## src/rtl/xbus_pkg.sv

```systemverilog
package xbus_pkg;
  localparam int CODE_W   = 3;
  // longest single span: strobe of the highest code
  localparam int MAX_SPAN = 2 + 4 * ((1 << CODE_W) - 1) - 2;
  localparam int CNT_W    = $clog2(MAX_SPAN + 1);

  typedef enum logic [2:0] {
    PH_IDLE,
    PH_ALE,
    PH_AHOLD,
    PH_DSETUP,
    PH_STROBE,
    PH_HOLD
  } phase_e;

  // length in clocks of each phase after ALE
  typedef struct packed {
    logic [CNT_W-1:0] ahold;
    logic [CNT_W-1:0] dsetup;
    logic [CNT_W-1:0] strobe;
    logic [CNT_W-1:0] hold;
  } span_t;
endpackage

```

## src/rtl/xbus_timing.sv

```systemverilog
module xbus_timing
  import xbus_pkg::*;
#(
  parameter int AHOLD_BASE  = 1,
  parameter int SETUP_SHORT = 1,
  parameter int SETUP_LONG  = 5,
  parameter int LONG_CODE   = 4,
  parameter int DSETUP_LONG = 4,
  parameter int STROBE_BASE = 2,
  parameter int WIDTH_STEP  = 4,
  parameter int WIDTH_OFS   = 2,
  parameter int HOLD_ADDR   = 1,
  parameter int HOLD_DATA   = 1,
  parameter int WHOLD_CODE  = 3
) (
  input  logic              clk,
  input  logic              rst,
  input  logic              load,
  input  logic [CODE_W-1:0] code,
  output span_t             span
);
  span_t span_d;
  int    code_i;

  always_comb begin
    code_i = int'(code);
    span_d.ahold  = CNT_W'(AHOLD_BASE + ((code_i == 0) ? 0 :
                    ((code_i < LONG_CODE) ? SETUP_SHORT : SETUP_LONG)));
    span_d.dsetup = CNT_W'((code_i >= LONG_CODE) ? DSETUP_LONG : 0);
    span_d.strobe = CNT_W'(STROBE_BASE + ((code_i == 0) ? 0 :
                    (WIDTH_STEP * code_i - WIDTH_OFS)));
    span_d.hold   = CNT_W'(((code_i == 0) ? 0 : HOLD_ADDR) +
                    ((code_i >= WHOLD_CODE) ? HOLD_DATA : 0));
  end

  // the decoded spans change only at an accepted start
  always_ff @(posedge clk) begin
    if (rst) begin
      span <= '0;
    end else if (load) begin
      span <= span_d;
    end
  end
endmodule

```

## src/rtl/xbus_phase_ctrl.sv

```systemverilog
module xbus_phase_ctrl
  import xbus_pkg::*;
#(
  parameter int ALE_LEN = 1
) (
  input  logic   clk,
  input  logic   rst,
  input  logic   start,
  input  span_t  span,
  output phase_e ph_q,
  output phase_e ph_d,
  output logic   accept,
  output logic   stb_last,
  output logic   done
);
  logic [CNT_W-1:0] cnt_q, cnt_d;
  logic             last;
  logic             fin;

  always_comb begin
    ph_d   = ph_q;
    cnt_d  = cnt_q;
    accept = 1'b0;
    fin    = 1'b0;
    last   = (cnt_q == '0);
    if (ph_q != PH_IDLE && !last) begin
      cnt_d = cnt_q - CNT_W'(1);
    end else begin
      unique case (ph_q)
        PH_IDLE: begin
          if (start) begin
            accept = 1'b1;
            ph_d   = PH_ALE;
            cnt_d  = CNT_W'(ALE_LEN - 1);
          end
        end
        PH_ALE: begin
          ph_d  = PH_AHOLD;
          cnt_d = span.ahold - CNT_W'(1);
        end
        PH_AHOLD: begin
          if (span.dsetup != '0) begin
            ph_d  = PH_DSETUP;
            cnt_d = span.dsetup - CNT_W'(1);
          end else begin
            ph_d  = PH_STROBE;
            cnt_d = span.strobe - CNT_W'(1);
          end
        end
        PH_DSETUP: begin
          ph_d  = PH_STROBE;
          cnt_d = span.strobe - CNT_W'(1);
        end
        PH_STROBE: begin
          if (span.hold != '0) begin
            ph_d  = PH_HOLD;
            cnt_d = span.hold - CNT_W'(1);
          end else begin
            ph_d = PH_IDLE;
            fin  = 1'b1;
          end
        end
        PH_HOLD: begin
          ph_d = PH_IDLE;
          fin  = 1'b1;
        end
        default: begin
          ph_d = PH_IDLE;
        end
      endcase
    end
  end

  assign stb_last = (ph_q == PH_STROBE) && last;

  always_ff @(posedge clk) begin
    if (rst) begin
      ph_q  <= PH_IDLE;
      cnt_q <= '0;
      done  <= 1'b0;
    end else begin
      ph_q  <= ph_d;
      cnt_q <= cnt_d;
      done  <= fin;
    end
  end


  busy_start_ignored_chk: assert property (@(posedge clk) disable iff (rst)
    (ph_q != PH_IDLE) |=> (ph_q != PH_ALE));


  done_pulse_chk: assert property (@(posedge clk) disable iff (rst)
    done |=> !done);


  done_after_access_chk: assert property (@(posedge clk) disable iff (rst)
    $rose(done) |-> ($past(ph_q) == PH_STROBE || $past(ph_q) == PH_HOLD));


  span_frozen_chk: assert property (@(posedge clk) disable iff (rst)
    (ph_q != PH_IDLE && ph_q != PH_ALE) |-> $stable(span));
endmodule

```

## src/rtl/xbus_pins.sv

```systemverilog
module xbus_pins
  import xbus_pkg::*;
#(
  parameter int ADDR_W = 16,
  parameter int DATA_W = 8
) (
  input  logic                     clk,
  input  logic                     rst,
  input  logic                     accept,
  input  phase_e                   ph_d,
  input  logic                     stb_last,
  input  logic                     is_write,
  input  logic [ADDR_W-1:0]        addr,
  input  logic [DATA_W-1:0]        wdata,
  input  logic [DATA_W-1:0]        bus_in,
  output logic                     ale,
  output logic                     rd_n,
  output logic                     wr_n,
  output logic [DATA_W-1:0]        bus_out,
  output logic                     bus_oe,
  output logic [ADDR_W-DATA_W-1:0] addr_hi,
  output logic [DATA_W-1:0]        rd_data
);
  logic              wr_q, wr_c;
  logic [ADDR_W-1:0] addr_q, addr_c;
  logic [DATA_W-1:0] wdata_q, wdata_c;

  // request fields are taken from the ports only at the accepting edge
  assign wr_c    = accept ? is_write : wr_q;
  assign addr_c  = accept ? addr     : addr_q;
  assign wdata_c = accept ? wdata    : wdata_q;

  always_ff @(posedge clk) begin
    if (rst) begin
      wr_q    <= 1'b0;
      addr_q  <= '0;
      wdata_q <= '0;
    end else if (accept) begin
      wr_q    <= is_write;
      addr_q  <= addr;
      wdata_q <= wdata;
    end
  end

  always_ff @(posedge clk) begin
    if (rst) begin
      ale     <= 1'b0;
      rd_n    <= 1'b1;
      wr_n    <= 1'b1;
      bus_out <= '0;
      bus_oe  <= 1'b0;
      addr_hi <= '0;
      rd_data <= '0;
    end else begin
      ale     <= (ph_d == PH_ALE);
      rd_n    <= !((ph_d == PH_STROBE) && !wr_c);
      wr_n    <= !((ph_d == PH_STROBE) && wr_c);
      addr_hi <= (ph_d == PH_IDLE) ? '0 : addr_c[ADDR_W-1:DATA_W];
      unique case (ph_d)
        PH_ALE, PH_AHOLD: begin
          bus_oe  <= 1'b1;
          bus_out <= addr_c[DATA_W-1:0];
        end
        PH_DSETUP, PH_STROBE, PH_HOLD: begin
          bus_oe  <= wr_c;
          bus_out <= wr_c ? wdata_c : '0;
        end
        default: begin
          bus_oe  <= 1'b0;
          bus_out <= '0;
        end
      endcase
      if (stb_last && !wr_q) begin
        rd_data <= bus_in;
      end
    end
  end


  strobe_excl_chk: assert property (@(posedge clk) disable iff (rst)
    !((!rd_n && !wr_n) || (ale && (!rd_n || !wr_n))));


  rd_release_chk: assert property (@(posedge clk) disable iff (rst)
    !rd_n |-> !bus_oe);


  wr_drive_chk: assert property (@(posedge clk) disable iff (rst)
    !wr_n |-> bus_oe);


  ale_single_chk: assert property (@(posedge clk) disable iff (rst)
    ale |=> !ale);


  ale_addr_chk: assert property (@(posedge clk) disable iff (rst)
    ale |-> bus_oe);
endmodule

```

## src/rtl/xbus_stretch_seq.sv

```systemverilog
module xbus_stretch_seq
  import xbus_pkg::*;
#(
  parameter int ADDR_W = 16,
  parameter int DATA_W = 8
) (
  input  logic                     clk,
  input  logic                     rst,
  input  logic                     start,
  input  logic                     is_write,
  input  logic [ADDR_W-1:0]        addr,
  input  logic [DATA_W-1:0]        wdata,
  input  logic [CODE_W-1:0]        stretch,
  input  logic [DATA_W-1:0]        bus_in,
  output logic                     ale,
  output logic                     rd_n,
  output logic                     wr_n,
  output logic [DATA_W-1:0]        bus_out,
  output logic                     bus_oe,
  output logic [ADDR_W-DATA_W-1:0] addr_hi,
  output logic [DATA_W-1:0]        rd_data,
  output logic                     done
);
  span_t  span;
  phase_e ph_q, ph_d;
  logic   accept;
  logic   stb_last;

  xbus_timing u_timing (
    .clk  (clk),
    .rst  (rst),
    .load (accept),
    .code (stretch),
    .span (span)
  );

  xbus_phase_ctrl u_ctrl (
    .clk      (clk),
    .rst      (rst),
    .start    (start),
    .span     (span),
    .ph_q     (ph_q),
    .ph_d     (ph_d),
    .accept   (accept),
    .stb_last (stb_last),
    .done     (done)
  );

  xbus_pins #(
    .ADDR_W (ADDR_W),
    .DATA_W (DATA_W)
  ) u_pins (
    .clk      (clk),
    .rst      (rst),
    .accept   (accept),
    .ph_d     (ph_d),
    .stb_last (stb_last),
    .is_write (is_write),
    .addr     (addr),
    .wdata    (wdata),
    .bus_in   (bus_in),
    .ale      (ale),
    .rd_n     (rd_n),
    .wr_n     (wr_n),
    .bus_out  (bus_out),
    .bus_oe   (bus_oe),
    .addr_hi  (addr_hi),
    .rd_data  (rd_data)
  );
endmodule

```

## config.mk

```make
export PLATFORM = sky130hd
export DESIGN_NAME = xbus_stretch_seq
export DESIGN_NICKNAME = d
export VERILOG_FILES = /design/src/rtl/xbus_pkg.sv /design/src/rtl/xbus_timing.sv /design/src/rtl/xbus_phase_ctrl.sv /design/src/rtl/xbus_pins.sv /design/src/rtl/xbus_stretch_seq.sv
export SDC_FILE = /design/constraint.sdc
export NUM_CORES = 1
export LEC_CHECK = 0
export ABC_AREA = 0
export CORE_MARGIN = 4
export CORE_UTILIZATION = 56
export CTS_BUF_LIST = sky130_fd_sc_hd__clkbuf_8
export DETAILED_ROUTE_END_ITERATION = 12
export PLACE_DENSITY = 0.87
export SLEW_MARGIN = 20
export SYNTH_ARGS = -nofsm -noshare
export SYNTH_HDL_FRONTEND = slang
export SYNTH_SLANG_ARGS = --single-unit
```

## constraint.sdc

```tcl
create_clock -name clk -period 4.7 [get_ports clk]
set_clock_uncertainty 0.05 [all_clocks]
set_input_delay 0.94 -clock clk [delete_from_list [all_inputs] [get_ports clk]]
set_output_delay 0.94 -clock clk [all_outputs]
set_load 0.05 [all_outputs]
```

==> flow_metrics.tcl, run 1 <==
set metrics [dict create \
    grt_overflow 0 \
    cts_setup_buffers 0 \
    synth-seq-cells 71 \
    leakagePower_nw 1.526 \
    grt_max_degree 50 \
    io_pins 68 \
    fmax_mhz 318.1 \
    grt_pass1_vias 2512 \
    outcome "complete, no violations" \
    htreeDepth 3 \
    ys_seq_area_share_pct 45.37 \
    drive_gt1_share_pct 9.536 \
    synth_fp_nets 371 \
    insertion_delay_ps 340 \
    grt_pass1_wl_um 11660 \
    path_clk_slew_ps 70 \
    timing.setup.tns_ps 0 \
    cts_tree "done" \
    drc 0 \
    antenna_left 0 \
    finalWorstSetupSlack_ps 1557 \
    postCtsHoldBufs 0 \
    synth-main-ff-cell "dfxtp_1" \
    netlist-cell-type-count 53 \
    synth_area_mm2 0.003133 \
    r2r-start "u_ctrl.ph_q[2]" \
    cap_violations 0 \
    fin_crit_ps 3143 \
    setup.worst_path.end_class "flip-flop" \
    yosys_warnings 0 \
    core_mm2 0.005270 \
    drv_slew 0 \
    finalHoldViolations 0 \
    start_kind "primary input" \
    synth_area_leaders "dfxtp_1, mux2i_1, nor2_1, o32ai_2, ha_1" \
    antenna_found_initial 0 \
    initial_core_util_pct 59.45 \
    post-dp-hpwl_um 5038 \
    antennaDiodeCount 0 \
    timing.hold.ws_ps 440.3 \
    avgSynthCellArea_um2 9.730 \
    drt_iter0_drc 185 \
    hold_class "flip-flop to flip-flop" \
    die_y_um 82.80 \
    critPathArrivalTime_ps 3300 \
    placed_area_mm2 0.003837 \
    synth_edf_count 0 \
    die_area_mm2 0.006855 \
    synth.top_cell.area_share_pct 45.37 \
    row_count 26 \
    vias 2544 \
    portBuffers 67 \
    numClockSinks 71 \
    powerDensity_mw_per_mm2 645.8 \
    dp.cells 443 \
    grt_util_all_layers_pct 22.64 \
    root_buffer "clkbuf_8" \
    chipWidth_um 82.80 \
    stdcell_area_mm2 0.004065 \
    place.gp.congestion 0.8525 \
    worst-setup-path-type "primary input to flip-flop" \
    post-place-ws_ps 1240 \
    worstSetupStartpoint "start" \
    final_nets 433 \
    crit_path_max_fanout 28 \
    slew_headroom_pct 43.09 \
    worstHoldStart "u_pins.addr_q[10]" \
    setup_violations 0 \
    ctsResizeCount 0 \
    syn_inst 322 \
    finalNonFillerCells 458 \
    rsz0062_at_grt "false" \
    ys_async_sr_fraction_pct 0 \
    cts_buffers 9 \
    vias_per_cell 5.555 \
    cts_buffer_depth 2 \
    cp.required_ps 4860 \
    irDropWorstVdd_mv 0.3978 \
    syn_to_final_growth_pct 29.75 \
    drt-total-wl_um 7217 \
    wl_per_cell_um 15.76 \
    tightest_slew_ps 850.1 \
    fin_crit_sh_pct 66.88 \
    yosysTopAreaCell "dfxtp_1" \
    drt_pass1_iterations 4 \
]
## layer usage
metal | vias to the layer above | wire length, µm | GRT usage [%]
met5 | - | 0 | 0
met1 | 1172 | 3057 | 27.68
met4 | 0 | 191 | 11.93
li1 | 1253 | - | -
met3 | 21 | 545 | 6.479
met2 | 98 | 3423 | 36.06
## cell usage after synthesis, types with 3 or more instances
master,n
dfxtp_1,71
nor2_1,58
mux2i_1,37
nand2_1,17
clkbuf_1,13
a21oi_1,11
inv_1,11
ha_1,10
o32ai_2,8
nand3_1,6
buf_2,5
nand2b_1,5
nor3_1,5
nor3b_1,5
a31oi_1,4
o211ai_1,4
a211oi_1,3
o21ai_0,3
o21ai_1,3
o22ai_1,3
o31ai_1,3
## cells in the final DEF, fill, tap and decap left out, drive strengths merged, types with 3 or more instances in the layout
cell type and count:
buf 3, nand2b 5, a21oi 11, mux2i 37
a211oi 3, o211ai 4, clkdlybuf4s50 67, inv 12
o31ai 3, ha 10, a31oi 4, o21ai 8
nor3 7, nor2 58, o22ai 3, o32ai 9
dfxtp 71, nand3 6, nand2 17, nor3b 5
clkbuf 11
## area by class of cell
class / instances / area, µm²
repair buffers: 70 / 693.2
clock buffers: 11 / 151.4
clock inverters: 4 / 76.32
well taps: 70 / 87.58
fillers: 362 / 1205
multi-input cells: 221 / 1594
inverters: 11 / 41.29
flip-flops and latches: 71 / 1421
## cell families (layout without fill, tap and decap cells)
kind of cell,count (synthesis),in the layout,synth area share [%]
AOI/OAI and AO/OA,55,55,15.06
xor gates and xnor gates,4,4,1.118
adders and majority gates,10,10,3.994
buffers and inverters,30,96,4.034
DFF,71,71,45.37
muxes,37,37,11.82
and+or+nand+nor,115,115,18.61
## path summary, 6_finish.rpt
path                                          end  slack [ps]  cells after the start
worst min register to register  u_pins.addr_q[10]         440                      2
worst max register to register    u_ctrl.cnt_q[2]        1750                      9
worst max-delay path            u_pins.bus_out[7]        1560                      5
worst min-delay path            u_pins.addr_q[10]         440                      2
## worst max-delay path, cell delays in order
cell,delay [ps]
clkdlybuf4s50_1,610
nor4b_4,750
buf_4,500
mux2i_1,390
o32ai_2,120
## power breakdown
group          total [mW]  switching, mW  internal [mW]
Clock               0.553          0.226          0.327
Sequential          0.858          0.117          0.741
Combinational        1.21          0.742          0.473
## sequential cells by signal (all words and copies together), names as in the netlist, 3 cells and up
signal / flops
u_ctrl.cnt_q: 5
u_timing.span: 9
u_ctrl.ph_q: 3
u_pins.addr_hi: 8
u_pins.wdata_q: 8
u_pins.rd_data: 8
u_pins.addr_q: 16
u_pins.bus_out: 8
## through the flow
stage / util, % / power [mW]
floorplan: - / 1.783
global placement: 72.82 / 2.035
detailed placement: 72.82 / 2.069
CTS: 77.14 / 2.629
global route: 77.14 / 2.776
finish: 77.14 / 2.625
Note: power is estimated with default switching activity, not from simulation.
==> run 2, diff against run 1 <==
--- a/config.mk
+++ b/config.mk
@@ -7,10 +7,10 @@
 export LEC_CHECK = 0
 export ABC_AREA = 0
 export CORE_MARGIN = 4
-export CORE_UTILIZATION = 56
+export CORE_UTILIZATION = 52
 export CTS_BUF_LIST = sky130_fd_sc_hd__clkbuf_8
 export DETAILED_ROUTE_END_ITERATION = 12
-export PLACE_DENSITY = 0.87
+export PLACE_DENSITY = 0.82
 export SLEW_MARGIN = 20
 export SYNTH_ARGS = -nofsm -noshare
 export SYNTH_HDL_FRONTEND = slang
==> constraint.sdc (replaced) <==
create_clock -name clk -period 2.9 [get_ports clk]
set_clock_uncertainty 0.05 [all_clocks]
set_input_delay 0.58 -clock clk [delete_from_list [all_inputs] [get_ports clk]]
set_output_delay 0.58 -clock clk [all_outputs]
set_load 0.05 [all_outputs]
==> run 2 against run 1 <==
Against the previous run:
- power up 66%
- die area rose by 6.9%
- flip-flop and latch count stayed put
- critical endpoint is now u_ctrl.cnt_q[2]
- worst hold slack got worse by 17 ps
- cell area is 1.6% higher
- non-clock buffer count increased by 6
- combinational power rose by 74%
- via count increased by 0.31%
- first-iteration DRC count shrank 16%
==> flow_metrics.tcl, run 2 (same netlist as run 1, synthesis figures left out) <==
set metrics [dict create \
    insertion_delay_ps 350 \
    grt_pass1_vias 2587 \
    setup.worst_path.end_class "flip-flop" \
    io_pins 68 \
    cts_buffers 9 \
    drt_pass1_iterations 6 \
    ctsResizeCount 0 \
    antennaDiodeCount 0 \
    top_regs "u_pins.addr_q x16, u_timing.span x9" \
    setup_violations 0 \
    cpPeakStageDelay_ps 520 \
    finalHoldViolations 0 \
    place.gp.congestion 0.9001 \
    cp_cell_sequence "or3b_1 -> mux2i_1 -> ha_1 -> ha_1 -> mux2i_1 -> a21oi_1 -> o22ai_1 -> a41oi_1 -> o32ai_1" \
    wl_per_cell_um 15.07 \
    leakagePower_nw 1.566 \
    crit_family "compound AO/OA/AOI/OAI gates" \
    initial_core_util_pct 53.23 \
    post-dp-hpwl_um 5034 \
    nFillCells 439 \
    power.share.clock_pct 21.8 \
    cts_tree "done" \
    rsz0062_at_grt "false" \
    stdcell_area_mm2 0.004131 \
    irDropWorstVdd_mv 0.7615 \
    row_count 28 \
    tightest_slew_ps 583.3 \
    powerDensity_mw_per_mm2 1056 \
    cts_setup_buffers 0 \
    vias 2552 \
    largest_reg_flops 16 \
    timing.setup.tns_ps 0 \
    path_clk_slew_ps 70 \
    final_nets 439 \
    grt_max_degree 50 \
    drive_gt1_share_pct 10.89 \
    cp.depth 9 \
    drv_slew 0 \
    p_seq_share_pct 30.0 \
    portBuffers 67 \
    final_cell_mix "dfxtp_1, clkdlybuf4s50_1, nor2_1" \
    chipWidth_um 85.62 \
    root_buffer "clkbuf_8" \
    p_int_mw 2.588 \
    layout_commonest_cell "dfxtp_1" \
    outcome "complete, no violations" \
    ff2ff_path_depth 9 \
    numClockSinks 71 \
    slew_headroom_pct 60.85 \
    antenna_left 0 \
    antenna_found_initial 0 \
    swShare_pct 40.70 \
    hold_class "flip-flop to flip-flop" \
    vias_per_cell 5.430 \
    postCtsHoldBufs 0 \
    worst-setup-path-type "flip-flop to flip-flop" \
    crit_buf_inv 0 \
    fin_crit_ps 2426 \
    p_comb_share_pct 48.2 \
    slowest_stage "or3b_1" \
    drt_iter0_drc 156 \
    p_sw_mw 1.776 \
    holdPathStages 2 \
    grt_pass1_wl_um 11990 \
    fmax_mhz 412.1 \
    cts_buffer_depth 2 \
    cp.required_ps 3070 \
    grt_overflow 0 \
    htreeDepth 3 \
    die_y_um 85.62 \
    drc 0 \
    fin_crit_sh_pct 83.67 \
    regMostFlops "u_pins.addr_q" \
    start_kind "flip-flop" \
    syn_to_final_growth_pct 31.87 \
    die_area_mm2 0.007331 \
    crit_path_max_fanout 7 \
    core_mm2 0.005886 \
    critPathArrivalTime_ps 2590 \
    cap_violations 0 \
    drt-total-wl_um 7083 \
    placed_area_mm2 0.003889 \
    grt_util_all_layers_pct 20.30 \
]
-- run 2: cell types whose count changed in the layout (fill, tap and decap cells not counted), sizes merged --
cell and change:
clkbuf -2, buf +6, inv +2, bufinv +1
-- run 2: through the flow --
step | setup WS (ps) | utilization (%) | cells | power (mW) | hold slack (ps)
6_report | 473.6 | 70.20 | 470 | 4.364 | 423.0
5_1_grt | 339.4 | 70.20 | 470 | 4.621 | 457.0
4_1_cts | 495.4 | 70.20 | 470 | 4.377 | 426.9
3_5_place_dp | 294.3 | 66.07 | 454 | 3.411 | 418.9
3_3_place_gp | 390.6 | 66.07 | 454 | 3.366 | 409.5
2_1_floorplan | 516.6 | - | 322 | 2.889 | 395.0
-- run 2: cell type report --
cell class	instances	area [µm²]	area share [%]
Inverter	11	41.29	0.9994
Timing Repair Buffer	76	738.2	17.87
Clock inverter	7	118.9	2.877
Sequential cell	71	1421	34.40
Tap cell	75	93.84	2.271
Clock buffer	9	123.9	2.998
Multi-Input combinational cell	221	1594	38.58
-- run 2: per-layer routing --
| metal | global-route usage (%) | share of wire (%) |
|---|---|---|
| met3 | 5.764 | 6.7 |
| met1 | 25.53 | 44 |
| met2 | 33.12 | 48 |
| met5 | 0 | 0 |
| met4 | 7.626 | 1.8 |
-- run 2: worst paths after layout --
| path | from | to | slack, ps |
|---|---|---|---|
| worst max-delay path | u_ctrl.ph_q[2] | u_ctrl.cnt_q[2] | 470 |
| worst min-delay path | u_timing.span[17] | u_timing.span[17] | 420 |
| worst max register to register | u_ctrl.ph_q[2] | u_ctrl.cnt_q[2] | 470 |
| worst min register to register | u_timing.span[17] | u_timing.span[17] | 420 |
-- run 2: tightest hold or removal path, stage by stage (launching register included) --
cell	delay (ps)
dfxtp_1	320
nand2_1	60
a21oi_1	50
-- run 2: power by group through the flow --
stage | combinational [mW] | clock, mW | sequential (mW)
2_1_floorplan | 1.30 | 0 | 1.59
3_3_place_gp | 2.04 | 0 | 1.32
3_5_place_dp | 2.08 | 0 | 1.33
4_1_cts | 2.10 | 0.967 | 1.31
5_1_grt | 2.28 | 1.01 | 1.34
6_report | 2.10 | 0.951 | 1.31
